<file path="src/rtl/twin_write_pkg.sv">
package twin_write_pkg;

  typedef struct packed {
    logic stageLoad;
    logic commitLoad;
    logic readCapture;
  } strobe_t;

endpackage

</file>
<file path="src/rtl/twin_write_ctrl.sv">
module twin_write_ctrl
  import twin_write_pkg::*;
(
  input  logic    clk,
  input  logic    rstN,
  input  logic    wrEn,
  input  logic    rdEn,
  input  logic    dataMatch,
  output strobe_t strobe,
  output logic    stagedValid,
  output logic    stagedPulse,
  output logic    commitPulse,
  output logic    errPulse,
  output logic    errSticky
);

  logic mismatch;
  logic validNext;

  always_comb begin
    strobe.stageLoad   = wrEn && !stagedValid;
    strobe.commitLoad  = wrEn && stagedValid && dataMatch;
    strobe.readCapture = rdEn;
    mismatch           = wrEn && stagedValid && !dataMatch;
    validNext          = stagedValid;
    if (strobe.stageLoad)  validNext = 1'b1;
    if (strobe.commitLoad) validNext = 1'b0;
    // the write is settled first, then a same-cycle read drops the staged copy
    if (rdEn)              validNext = 1'b0;
  end

  always_ff @(posedge clk) begin
    if (!rstN) begin
      stagedValid <= 1'b0;
      stagedPulse <= 1'b0;
      commitPulse <= 1'b0;
      errPulse    <= 1'b0;
      errSticky   <= 1'b0;
    end else begin
      stagedValid <= validNext;
      stagedPulse <= strobe.stageLoad;
      commitPulse <= strobe.commitLoad;
      errPulse    <= mismatch;
      errSticky   <= errSticky | mismatch;
    end
  end

endmodule

</file>
<file path="src/rtl/twin_write_data.sv">
module twin_write_data
  import twin_write_pkg::*;
#(
  parameter int                 WIDTH     = 32,
  parameter logic [WIDTH-1:0]   RESET_VAL = '0
) (
  input  logic             clk,
  input  logic             rstN,
  input  strobe_t          strobe,
  input  logic [WIDTH-1:0] wrData,
  output logic [WIDTH-1:0] committed,
  output logic [WIDTH-1:0] invCopy,
  output logic [WIDTH-1:0] stagedData,
  output logic [WIDTH-1:0] rdData,
  output logic             dataMatch,
  output logic             storeErr
);

  localparam logic [WIDTH-1:0] RESET_INV = ~RESET_VAL;

  logic [WIDTH-1:0] committedNext;
  logic             copyBroken;

  always_comb begin
    dataMatch     = (wrData == stagedData);
    committedNext = strobe.commitLoad ? wrData : committed;
    copyBroken    = (committed ^ invCopy) != {WIDTH{1'b1}};
  end

  always_ff @(posedge clk) begin
    if (!rstN) begin
      committed  <= RESET_VAL;
      invCopy    <= RESET_INV;
      stagedData <= '0;
      rdData     <= RESET_VAL;
      storeErr   <= 1'b0;
    end else begin
      if (strobe.stageLoad) stagedData <= wrData;
      if (strobe.commitLoad) begin
        committed <= wrData;
        invCopy   <= ~wrData;
      end
      if (strobe.readCapture) rdData <= committedNext;
      storeErr <= storeErr | copyBroken;
    end
  end

endmodule

</file>
<file path="src/rtl/twin_write_reg.sv">
module twin_write_reg
  import twin_write_pkg::*;
#(
  parameter int               WIDTH     = 32,
  parameter logic [WIDTH-1:0] RESET_VAL = 32'h0000_A5A5
) (
  input  logic             clk,
  input  logic             rstN,
  input  logic             wrEn,
  input  logic [WIDTH-1:0] wrData,
  input  logic             rdEn,
  output logic [WIDTH-1:0] rdData,
  output logic [WIDTH-1:0] obsValue,
  output logic             stagedPulse,
  output logic             commitPulse,
  output logic             errPulse,
  output logic             errSticky,
  output logic             storeErr
);

  strobe_t          strobe;
  logic             stagedValid;
  logic             dataMatch;
  logic [WIDTH-1:0] invCopy;
  logic [WIDTH-1:0] stagedData;

  twin_write_ctrl uCtrl (
    .clk         (clk),
    .rstN        (rstN),
    .wrEn        (wrEn),
    .rdEn        (rdEn),
    .dataMatch   (dataMatch),
    .strobe      (strobe),
    .stagedValid (stagedValid),
    .stagedPulse (stagedPulse),
    .commitPulse (commitPulse),
    .errPulse    (errPulse),
    .errSticky   (errSticky)
  );

  twin_write_data #(.WIDTH(WIDTH), .RESET_VAL(RESET_VAL)) uData (
    .clk        (clk),
    .rstN       (rstN),
    .strobe     (strobe),
    .wrData     (wrData),
    .committed  (obsValue),
    .invCopy    (invCopy),
    .stagedData (stagedData),
    .rdData     (rdData),
    .dataMatch  (dataMatch),
    .storeErr   (storeErr)
  );

endmodule

</file>
<file path="config.mk">
export PLATFORM = sky130hd
export DESIGN_NAME = twin_write_reg
export DESIGN_NICKNAME = d
export VERILOG_FILES = /design/src/rtl/twin_write_pkg.sv /design/src/rtl/twin_write_ctrl.sv /design/src/rtl/twin_write_data.sv /design/src/rtl/twin_write_reg.sv
export SDC_FILE = /design/constraint.sdc
export NUM_CORES = 1
export LEC_CHECK = 0
export ABC_AREA = 1
export BUFFER_PORTS_ARGS = -buffer_cell sky130_fd_sc_hd__buf_4
export CAP_MARGIN = 20
export CORE_MARGIN = 3
export CORE_UTILIZATION = 49
export DETAILED_ROUTE_END_ITERATION = 7
export GPL_ROUTABILITY_DRIVEN = 0
export PLACE_DENSITY = 0.86
export SETUP_SLACK_MARGIN = 0.2
export SLEW_MARGIN = 20
export SYNTH_ARGS = -nofsm -noshare
export SYNTH_HDL_FRONTEND = slang
export SYNTH_HIERARCHICAL = 1
export SYNTH_SLANG_ARGS = --single-unit
export TNS_END_PERCENT = 100
</file>
<file path="constraint.sdc">
create_clock -name clk -period 2 [get_ports clk]
set_input_delay 0.3 -clock clk [delete_from_list [all_inputs] [get_ports clk]]
set_output_delay 0.3 -clock clk [all_outputs]
set_load 0.02 [all_outputs]
</file>
==> run_results.csv, run 1 <==
group,metric,value,unit
synthesis,ys_warn_count,6,
worst_setup_path,crit_family,"simple AND/OR/NAND/NOR gates",
synthesis,synth-edff-count,0,
timing,finalSetupViolations,85,
clocking,insertion_delay,0.41,ns
worst_setup_path,critical_path.cell_chain,"or2_4, a21oi_2, nand3_2, nor2_4, nand2_2, nor2_2, inv_2, nor2_4, buf_12, inv_12, buf_12, nor2_4, a21oi_4, or2_4",
placed_design,hpwl,11.52,mm
timing,slew_violations,0,
clocking,root_buffer,"clkbuf_16",
timing,rsz0062_at_grt,"yes",
run_status,status,"finished with violations",
floorplan,core_area,10980,um2
route,ant_nets,0,
placed_design,place_inst,1010,
synthesis,synth_area_leaders,"dfxtp_1, nand2_1, nor2_1",
global_routing,antenna_found_initial,0,
placed_design,placement.io_buffers,104,
clocking,tritoncts,"yes",
timing,final-hold-violation-count,0,
worst_setup_path,cp.required,2.30,ns
min_path,min_delay_worst_endpoint,"uData/stagedData[25]",
timing,finalSetupTns,-8.461,ns
worst_setup_path,slowest_delay,0.32,ns
floorplan,die_x,112.5,um
min_path,hold_depth,3,
worst_setup_path,r2r_cells,14,
global_routing,grt_use_total,29.23,%
route,num_vias,5717,
route,drt_iter0_drc,720,
synthesis,ys_seq_area_share,48.28,%
synthesis,synth_top_area_share,48.28,%
timing,fmax,450.2,MHz
clocking,clk_path_buf_depth,2,
synthesis,synth.distinct_cells,30,
clocking,clk_pin_slew,0.05,ns
worst_setup_path,startpoint_type,"flop",
pwr,p_total,6.465,mW
floorplan,die_height,112.5,um
timing,worst_pin_slew,0.3498,ns
pwr,p_leak,3.969,nW
synthesis,ys_ff_latch,134,
worst_setup_path,r2r_start,"uData/stagedData[29]",
layout,layout-drive-gt1-share,34.38,%
flow_run,maxCapViolCount,0,
global_routing,grt_max_degree,36,
clocking,cts_sinks,134,
timing,final.setup_skew,0.005247,ns
worst_setup_path,crit_top_cell,"nor2_4",
worst_setup_path,critPathMaxFanout,8,
layout,area_growth,45.08,%
route,finalWirelength,18.31,mm
timing,min_period,2.221,ns
clocking,cts_inserted_buffers,17,
worst_setup_path,worst_r2r_endpoint,"uData/committed[5]",
worst_setup_path,cp-end-kind,"flop",
synthesis,syn_inst,742,
floorplan,die-area,12650,um2
synthesis,yosysTopAreaCell,"dfxtp_1",
route,wl_per_cell,17.20,um
run_status,violations,"setup timing",
floorplan,initial_core_util,50.59,%
worst_setup_path,arrival,2.52,ns
worst_setup_path,worst-path-buf-inv,4,
min_path,min_from,"wrData[25]",
pwr,p_per_area,802.0,nW/um2
global_routing,first_global_vias,5808,
layout,final_cell_count_no_fill,1065,
min_path,hold_class,"in2reg",
synthesis,syn_area,5557,um2
synthesis,syn_nets,778,
layout,layout_common_cells,"buf_4, nand2_1, dfxtp_1",
synthesis,synth_flop_cell,"dfxtp_1",
floorplan,rows,38,
layout,layout.nets,948,
synthesis,syn_avg_cell_area,7.489,um2
timing,setup_slack,-0.2215,ns
worst_setup_path,cp_slowest_cell,"dfxtp_2",
timing,max-slew-margin-rel,76.68,%
worst_setup_path,ff2ff_setup_slack,-0.22,ns
layout,final_common_cell,"buf_4",
worst_setup_path,criticalPathCategory,"reg2reg",
clocking,htree_levels,4,
synthesis,synthArstFlopShare,0,%
timing,final.period_utilization,111.1,%
timing,worst_hold_slack,0.1509,ns
floorplan,io_pins,105,
route,drc_errors,0,
layout,antennaDiodeCount,0,
pwr,vdd_drop_max,0.0007688,V
global_routing,grt_pass1_wl,29.21,mm
global_routing,gr-total-overflow,0,
route,post_drt_via_cell_ratio,5.368,
clocking,hold_buffers,0,
route,dr.pass1.iters,5,
-- Yosys cell counts (3+ instances only) --
cell / number
a21oi_1: 30
nand4_1: 7
or2_2: 16
dfxtp_1: 134
nor3_1: 3
o211ai_1: 15
nand2_1: 149
nor2_1: 138
o21ai_0: 52
inv_1: 71
clkbuf_1: 15
buf_6: 3
or2_1: 3
o21ai_1: 4
xnor2_1: 19
buf_1: 3
buf_4: 4
o211a_1: 9
nand3_1: 27
buf_2: 12
xor2_1: 15
o21a_1: 5
-- worst register-to-register path, cell delays in order (launching register included) --
cell	delay (ns)
dfxtp_2	0.32
or2_4	0.22
a21oi_2	0.16
nand3_2	0.14
nor2_4	0.12
nand2_2	0.06
nor2_2	0.12
inv_2	0.07
nor2_4	0.10
buf_12	0.17
inv_12	0.07
buf_12	0.14
nor2_4	0.14
a21oi_4	0.05
or2_4	0.23
-- stage by stage --
step	util, %	instance area [um2]	setup WS, ns
final	73.40	8061	-0.2215
after global routing	73.40	8061	-0.3023
after CTS	71.94	7901	-0.1392
after detailed placement	62.71	6888	-0.3309
after global placement	62.71	6888	-0.3151
after floorplan	-	5630	0.06901
-- kinds of logic after synthesis --
family / synth area share [%]
buffers and inverters: 8.512
XOR/XNOR: 5.359
flip-flops: 48.28
AO/OA/AOI/OAI: 12.34
AND/OR/NAND/NOR: 25.51
-- final cells by class --
class | instances | area, um2
Clock buffer | 23 | 498.0
Clock inverter | 9 | 97.59
Fill cell | 745 | 2922
Inverter | 73 | 286.5
Multi-Input combinational cell | 497 | 2764
Sequential cell | 134 | 2686
Tap cell | 140 | 175.2
Timing Repair Buffer | 187 | 1534
Timing Repair inverter | 2 | 20.02
-- power breakdown --
part | internal, mW | switching, mW | total (mW) | leakage, nW
clock network | 1.99 | 1.13 | 3.12 | 0.298
logic | 0.239 | 0.310 | 0.549 | 2.58
registers | 2.75 | 0.0515 | 2.80 | 1.09
total | 4.97 | 1.49 | 6.47 | 3.97
-- per-layer routing --
metal  track usage [%]  vias up  share of wire [%]
li1                  -     2675                  -
met1             34.86     2699                 40
met2             49.34      294                 49
met3             7.925       49                7.9
met4             12.98        0                3.1
met5                 0        -                  0
-- timing repair --
action,in CTS,in global routing
pin swaps,19,11
endpoints found under the setup margin,96,97
setup buffers,15,6
gates resized for setup,86,34
cloned,2,0
-- worst max path at each step --
stage | slack [ns] | depth (start not counted) | end | startpoint
5_1_grt | -0.30 | 16 | uData/rdData[26] | uData/stagedData[29]
4_1_cts | -0.14 | 14 | uData/rdData[3] | uData/stagedData[29]
2_1_floorplan | 0.07 | 15 | uData/rdData[20] | wrData[29]
3_5_place_dp | -0.33 | 15 | uData/rdData[12] | wrData[29]
3_3_place_gp | -0.32 | 14 | uData/committed[7] | wrData[29]
6_report | -0.22 | 14 | uData/committed[5] | uData/stagedData[29]
-- registers in the layout, indices dropped and copies added, names as in the netlist --
signal,cells
uData/invCopy,32
uCtrl/stagedValid,1
uCtrl/errPulse,1
uCtrl/stagedPulse,1
uData/committed,32
uCtrl/errSticky,1
uData/storeErr,1
uData/stagedData,32
uCtrl/commitPulse,1
uData/rdData,32
(Power assumes the default switching activity.)
==> inputs of run 2 (changes only) <==
Settings changed: CORE_ASPECT_RATIO set to 1.75.
==> run_results.csv, run 2 (synthesis results as in run 1) <==
group,metric,value,unit
min_path,min_delay_worst_endpoint,"uData/stagedData[14]",
clocking,tritoncts,"yes",
layout,area_growth,44.76,%
floorplan,die_height,146.9,um
floorplan,initial_core_util,51.05,%
worst_setup_path,ff2ff_setup_slack,-0.32,ns
clocking,root_buffer,"clkbuf_16",
worst_setup_path,r2r_cells,15,
layout,fillers,690,
global_routing,grt_max_degree,84,
global_routing,first_global_vias,5741,
placed_design,placement.io_buffers,104,
clocking,cts_inserted_buffers,17,
run_status,violations,"DRC, setup timing",
layout,layout-drive-gt1-share,34.97,%
worst_setup_path,startpoint_type,"flop",
route,post_drt_via_cell_ratio,5.771,
floorplan,core_area,10890,um2
clocking,insertion_delay,0.42,ns
route,num_vias,6036,
min_path,min_from,"wrData[14]",
timing,slew_violations,0,
layout,finish.instance_area,8044,um2
floorplan,die_x,86.50,um
floorplan,die-area,12700,um2
layout,ff_latch_area,2688,um2
floorplan,rows,50,
timing,final.period_utilization,116.0,%
global_routing,gr-total-overflow,0,
global_routing,antenna_found_initial,1,
layout,layout_common_cells,"buf_4, dfxtp_1, nand2_1",
timing,setup_slack,-0.3210,ns
timing,rsz0062_at_grt,"yes",
layout,final_common_cell,"buf_4",
pwr,p_total,6.591,mW
timing,min_period,2.321,ns
flow_run,maxCapViolCount,0,
layout,multi_input_area,2741,um2
layout,final_cell_count_no_fill,1046,
global_routing,grt_use_total,30.58,%
min_path,hold_class,"in2reg",
route,drt_iter0_drc,729,
timing,fmax,430.9,MHz
worst_setup_path,worst_r2r_endpoint,"uData/rdData[24]",
run_status,status,"finished with violations",
clocking,clk_path_buf_depth,2,
clocking,cts_sinks,134,
min_path,hold_depth,3,
timing,max-slew-margin-rel,66.89,%
pwr,p_leak,3.956,nW
placed_design,dp_slack,-0.3391,ns
pwr,p_per_area,819.3,nW/um2
worst_setup_path,arrival,2.68,ns
worst_setup_path,criticalPathCategory,"reg2reg",
worst_setup_path,critPathMaxFanout,5,
clocking,hold_buffers,0,
timing,final.setup_skew,0.009821,ns
placed_design,place_inst,989,
pwr,vdd_drop_max,0.0008388,V
clocking,htree_levels,4,
placed_design,place_area,6780,um2
route,ant_nets,0,
route,dr.pass1.iters,8,
route,drc_errors,4,
placed_design,hpwl,11.02,mm
route,wl_per_cell,19.69,um
global_routing,grt_pass1_wl,29.85,mm
route,finalWirelength,20.60,mm
timing,finalSetupViolations,89,
worst_setup_path,cp-end-kind,"flop",
worst_setup_path,cp.required,2.36,ns
timing,worst_hold_slack,0.1659,ns
timing,worst_pin_slew,0.4967,ns
clocking,clk_pin_slew,0.06,ns
floorplan,io_pins,105,
layout,layout.nets,938,
timing,final-hold-violation-count,0,
worst_setup_path,r2r_start,"uData/stagedData[18]",
-- run 2: cell type report --
type / instances / share of cell area (%)
Antenna cell: 1 / 0.03111
Clock buffer: 21 / 5.848
Clock inverter: 11 / 1.851
Inverter: 73 / 3.609
Multi-Input combinational cell: 497 / 34.08
Sequential cell: 134 / 33.41
Tap cell: 130 / 2.022
Timing Repair Buffer: 176 / 18.60
Timing Repair inverter: 3 / 0.5444
-- run 2: how the worst max path moves through the flow --
stage,from,to,depth (start not counted)
5_1_grt,uData/stagedData[18],uData/rdData[24],15
3_3_place_gp,wrData[0],uData/rdData[4],14
3_5_place_dp,wrData[0],uData/rdData[4],14
6_report,uData/stagedData[18],uData/rdData[24],15
2_1_floorplan,wrData[29],uData/rdData[20],15
4_1_cts,uData/stagedData[5],uData/rdData[14],14
-- run 2: critical path: stages (launching register included) --
cell and delay [ns]:
dfxtp_1 0.31, xnor2_1 0.23, nand4_1 0.25, nor2_2 0.20, nand2_2 0.07, nor2_2 0.11
inv_2 0.06, nor2_4 0.13, buf_12 0.19, clkinv_8 0.08, buf_8 0.14, a21oi_1 0.18
inv_1 0.09, nand2_1 0.07, o211ai_1 0.08, inv_1 0.07
-- run 2: routing by layer --
| metal | share of wire, % | GRT usage [%] | wire [um] |
|---|---|---|---|
| met5 | 0 | 0 | 0 |
| met1 | 32 | 32.34 | 6598 |
| met4 | 10 | 24.88 | 2131 |
| met3 | 9.1 | 7.239 | 1872 |
| met2 | 49 | 50.27 | 9994 |
-- run 2: power breakdown --
group / switching [mW] / total (mW) / internal (mW)
registers: 0.0508 / 2.80 / 2.75
clock network: 1.17 / 3.23 / 2.06
logic: 0.327 / 0.566 / 0.238
-- run 2: repair_timing --
item | CTS | global route
endpoints found under the setup margin | 97 | 100
gates resized for setup | 86 | 50
pin swaps | 17 | 17
gates cloned | 5 | 0
buffers inserted | 15 | 4
-- run 2: per-stage QoR --
stage / util [%] / TNS (ns)
2_1_floorplan: - / 0
3_3_place_gp: 62.29 / -14.83
3_5_place_dp: 62.29 / -16.92
4_1_cts: 72.26 / -4.362
5_1_grt: 73.90 / -19.47
6_report: 73.90 / -11.04
